## src/rtl/mbx_pkg.sv

```systemverilog
package mbx_pkg;
  // Number of sides sharing the memory; side 0 is left, side 1 is right.
  localparam int NSIDE = 2;
  localparam int SIDE_W = 1;

  typedef enum logic [SIDE_W-1:0] {
    SIDE_LEFT  = 1'b0,
    SIDE_RIGHT = 1'b1
  } side_e;

  // Decoded strobe state of one side.
  typedef struct packed {
    logic wr;
    logic rd;
  } acc_t;

  function automatic acc_t decode_strobes(input logic sel_n, input logic wr_n,
                                          input logic oe_n);
    acc_t a;
    a.wr = ~sel_n & ~wr_n;
    a.rd = ~sel_n &  wr_n & ~oe_n;
    return a;
  endfunction
endpackage

```

## src/rtl/mbx_access_dec.sv

```systemverilog
module mbx_access_dec
  import mbx_pkg::*;
#(
  parameter int ADDR_W = 16
) (
  input  logic              sel_n,
  input  logic              wr_n,
  input  logic              oe_n,
  input  logic [ADDR_W-1:0] addr,
  output logic [NSIDE-1:0]  wr_box,
  output logic [NSIDE-1:0]  rd_box
);
  localparam logic [ADDR_W-1:0] TOP_ADDR = '1;

  acc_t acc;
  assign acc = decode_strobes(sel_n, wr_n, oe_n);

  // Mailbox b sits at TOP_ADDR - (NSIDE-1-b): the left box is one below the top.
  for (genvar b = 0; b < NSIDE; b++) begin : g_box
    localparam logic [ADDR_W-1:0] BOX_ADDR = TOP_ADDR - ADDR_W'(NSIDE - 1 - b);
    logic hit;
    assign hit       = (addr == BOX_ADDR);
    assign wr_box[b] = acc.wr & hit;
    assign rd_box[b] = acc.rd & hit;
  end
endmodule

```

## src/rtl/mbx_flag.sv

```systemverilog
module mbx_flag (
  input  logic clk,
  input  logic rst,
  input  logic en,
  input  logic set,
  input  logic clr,
  output logic irq_n
);
  logic irq_n_q;

  always_ff @(posedge clk) begin
    if (rst || !en) begin
      irq_n_q <= 1'b1;
    end else if (set) begin
      irq_n_q <= 1'b0;
    end else if (clr) begin
      irq_n_q <= 1'b1;
    end
  end

  assign irq_n = irq_n_q;
endmodule

```

## src/rtl/mbx_irq_top.sv

```systemverilog
module mbx_irq_top
  import mbx_pkg::*;
#(
  parameter int ADDR_W = 16
) (
  input  logic              clk,
  input  logic              rst,
  input  logic              mbx_en,
  input  logic              l_sel_n,
  input  logic              l_wr_n,
  input  logic              l_oe_n,
  input  logic [ADDR_W-1:0] l_addr,
  input  logic              r_sel_n,
  input  logic              r_wr_n,
  input  logic              r_oe_n,
  input  logic [ADDR_W-1:0] r_addr,
  output logic              l_irq_n,
  output logic              r_irq_n
);
  logic [NSIDE-1:0]              sel_n_v, wr_n_v, oe_n_v, irq_n_v;
  logic [NSIDE-1:0][ADDR_W-1:0]  addr_v;
  logic [NSIDE-1:0][NSIDE-1:0]   wr_box_v, rd_box_v;

  assign sel_n_v[SIDE_LEFT]  = l_sel_n;
  assign sel_n_v[SIDE_RIGHT] = r_sel_n;
  assign wr_n_v[SIDE_LEFT]   = l_wr_n;
  assign wr_n_v[SIDE_RIGHT]  = r_wr_n;
  assign oe_n_v[SIDE_LEFT]   = l_oe_n;
  assign oe_n_v[SIDE_RIGHT]  = r_oe_n;
  assign addr_v[SIDE_LEFT]   = l_addr;
  assign addr_v[SIDE_RIGHT]  = r_addr;

  for (genvar s = 0; s < NSIDE; s++) begin : g_side
    localparam int PARTNER = NSIDE - 1 - s;

    mbx_access_dec #(.ADDR_W(ADDR_W)) u_dec (
      .sel_n  (sel_n_v[s]),
      .wr_n   (wr_n_v[s]),
      .oe_n   (oe_n_v[s]),
      .addr   (addr_v[s]),
      .wr_box (wr_box_v[s]),
      .rd_box (rd_box_v[s])
    );

    // Flag s: set by the partner writing box s, cleared by side s reading box s.
    mbx_flag u_flag (
      .clk   (clk),
      .rst   (rst),
      .en    (mbx_en),
      .set   (wr_box_v[PARTNER][s]),
      .clr   (rd_box_v[s][s]),
      .irq_n (irq_n_v[s])
    );
  end

  assign l_irq_n = irq_n_v[SIDE_LEFT];
  assign r_irq_n = irq_n_v[SIDE_RIGHT];
endmodule

```

## config.mk

```make
export PLATFORM = sky130hd
export DESIGN_NAME = mbx_irq_top
export DESIGN_NICKNAME = d
export VERILOG_FILES = /design/src/rtl/mbx_pkg.sv /design/src/rtl/mbx_access_dec.sv /design/src/rtl/mbx_flag.sv /design/src/rtl/mbx_irq_top.sv
export SDC_FILE = /design/constraint.sdc
export NUM_CORES = 1
export LEC_CHECK = 0
export ABC_AREA = 0
export BUFFER_PORTS_ARGS = -buffer_cell sky130_fd_sc_hd__buf_2
export CELL_PAD_IN_SITES_DETAIL_PLACEMENT = 0
export CELL_PAD_IN_SITES_GLOBAL_PLACEMENT = 1
export CORE_MARGIN = 8
export CORE_UTILIZATION = 10
export DETAILED_ROUTE_END_ITERATION = 10
export GPL_TIMING_DRIVEN = 0
export PLACE_DENSITY = 0.81
export SETUP_SLACK_MARGIN = 0.05
export SYNTH_ARGS = -nofsm -noshare
export SYNTH_HDL_FRONTEND = slang
export SYNTH_SLANG_ARGS = --single-unit
```

## constraint.sdc

```tcl
create_clock -name clk -period 0.94 [get_ports clk]
set_input_delay 0 -clock clk [delete_from_list [all_inputs] [get_ports clk]]
set_output_delay 0 -clock clk [all_outputs]
set_load 0.005 [all_outputs]
```

==> summary.txt <==
setup violators final - 0
Final Util - 26.4%
main area contributors after synthesis - dfxtp_1 23%, nand4_1 21%, nand4b_1 10%, nor3b_2 7.1%, nor4_2 7.1%
worst slew pin tran - 0.235 ns
max FFs per register - 2
Post-DP Area - 407 um2
initial antenna violation count - 0
post-synthesis cell area - 175 um2
largest net degree at the start of global routing - 3
Final Instance Area - 445 um2
Non-Filler Instances - 85
crit start category - input pin
FF-to-FF path depth - 2
Clock transition at path regs - 0.03 ns
final max-slew violation count - 0
Hold EP - g_side[0].u_flag.irq_n
Antenna Nets Post-Route - 0
routed vias/inst - 4.42
H-Tree Depth - 1
fin worst setup slack - 0.174 ns
Max-Cap Viols - 0
clock tree buffer depth - 2
Lkg Pwr - 0.225 nW
top cell type's share of synthesized area - 22.9%
num ports - 43
unrepaired setup endpoints after global routing - false
setup TNS - 0 ns
I/O Buffers - 42
fin nets - 111
syn nets - 63
Crit-path slowest cell - dlygate4sd3_1
worst-path fanout max - 2
wire per inst - 12.9 um
clock root buffer master - clkbuf_4
first-iteration detailed-routing DRC count - 8
DRC violations left - 0
period utilization - 81.5%
row count - 15
GRT Overall Usage - 6.52%
f_max - 1.31 GHz
area leader, netlist - dfxtp_1
WS Path Type - input pin to register
grt total ovfl - 0
flop2flop setup slack - 0.31 ns
gpl congestion - 0.705
Slew headroom - 84.2%
initial core utilization - 10.4%
antenna cells - 0
Crit. End Element - register
Worst Path Buf+Inv - 2
area added between synthesis and finish - 154%
first-pass GRT wire length - 1610 um
Final Hold Fails - 0
min Tclk post-route - 0.766 ns
Clk Latency, worst-skew pair - 0.22 ns
outcome - finished clean
1st-pass router iterations - 3
Die ar. - 3350 um2
ratio of cells with drive above 1 in the final layout - 72.1%
Core Footprint - 1690 um2
Final Skew - 0 ns
Post-Synthesis Cells - 22
Yosys cell types - 13
setup slack at placement - -0.103 ns
syn_area_per_cell - 7.96 um2
DR vias - 376
post-synthesis sequential area ratio - 22.9%
CP delay by family, top - buffers and inverters
Reg-to-Reg Start - g_side[0].u_flag.irq_n
crit-path cells - dlygate4sd3_1 > buf_2 > nor2b_1 > o21ai_1
setup bufs post-CTS - 0
worst min path class - input pin to register
Die X - 57.9 um
final wirelength - 1090 um
Inst Count DP - 81
Req. time, crit path - 1.05 ns
TritonCTS Buffers - 3
reg2reg end - g_side[0].u_flag.irq_n
vias in the first global route - 432
Hold Crit Start - r_wr_n
number of synthesis warnings - 0
clock sinks - 2
WHS Path Cells - 3
CTS tree - done
Max stage delay on crit path - 0.53 ns
worst vdd ir - 0.358 mV
pwr/cell area - 846 nW/um2
hpwl dp - 1010 um
synthesized flop and latch total - 2
crit path DAT - 0.87 ns
die height - 57.9 um
[cell usage in the layout, fill, tap and decap left out]
cell | Yosys | layout
a31oi_1 | 1 | 1
dlygate4sd3_1 | 0 | 1
nand4_1 | 6 | 6
clkbuf_4 | 0 | 3
nor2b_1 | 1 | 1
nor4_2 | 1 | 2
nor3b_2 | 1 | 1
nand4b_1 | 2 | 2
a21oi_1 | 1 | 1
buf_2 | 0 | 42
nor2_1 | 2 | 2
o21ai_1 | 2 | 2
nand2_1 | 1 | 1
and3b_2 | 1 | 1
dfxtp_1 | 2 | 2
[per-stage QoR]
stage | hold WS [ns] | total power [W]
2_1_floorplan | 0.117 | 0.0000994
3_3_place_gp | 0.212 | 0.000181
3_5_place_dp | 0.225 | 0.000183
4_1_cts | 0.0574 | 0.000395
5_1_grt | 0.100 | 0.000402
6_report | 0.0596 | 0.000377
[power by group]
part	internal, W	switching, W	leakage, nW
Sequential	0.0000855	0.000000000113	0.0162
Clock	0.000141	0.0000510	0.0138
Combinational	0.0000680	0.0000314	0.195
[kinds of logic (layout without fill, tap and decap cells)]
logic type,count (synthesis),in the layout,share of synthesized area [%]
AND/OR/NAND/NOR,16,16,65.0
flip-flops,2,2,22.9
AO/OA/AOI/OAI,4,4,12.1
buffers and inverters,0,46,0
[tightest hold or removal path, cell delays in order]
cell	delay, ns
buf_2	0.09
nor3b_2	0.05
o21ai_1	0.11
[routing by layer]
metal / global-route usage [%] / up-vias / share of wire (%)
li1: - / 185 / -
met1: 6.76 / 142 / 43
met5: 0 / - / 0
met2: 7.17 / 45 / 30
met4: 5.24 / 0 / 1.6
met3: 6.84 / 4 / 25
[timing repair]
action | in CTS | in global routing
hold buffers | 1 | 0
resized for setup | 0 | 1
setup endpoints to repair | 0 | 1
endpoints found under the hold margin | 2 | 0
[cell type report]
cell class / instances / area (um2)
tap: 17 / 21.3
timing repair buffer: 43 / 220
clock buffer: 3 / 22.5
multi-input combinational: 20 / 141
sequential: 2 / 40.0
fill: 187 / 1240
[worst max path at each step]
stage | start | slack [ns] | to | depth (start not counted)
after CTS | r_sel_n | 0.14 | g_side[0].u_flag.irq_n | 5
after global routing | r_sel_n | 0.1 | g_side[0].u_flag.irq_n | 5
final | rst | 0.17 | g_side[0].u_flag.irq_n | 4
after detailed placement | r_sel_n | -0.10 | g_side[0].u_flag.irq_n | 5
after floorplan | l_sel_n | 0.15 | g_side[1].u_flag.irq_n | 4
after global placement | r_sel_n | -0.06 | g_side[0].u_flag.irq_n | 5
[cell usage after synthesis, drive strengths merged]
cell    number
a21oi        1
a31oi        1
and3b        1
dfxtp        2
nand2        1
nand4        6
nand4b       2
nor2         2
nor2b        1
nor3b        1
nor4         2
o21ai        2
No activity file was read; power rests on OpenSTA's default activity.
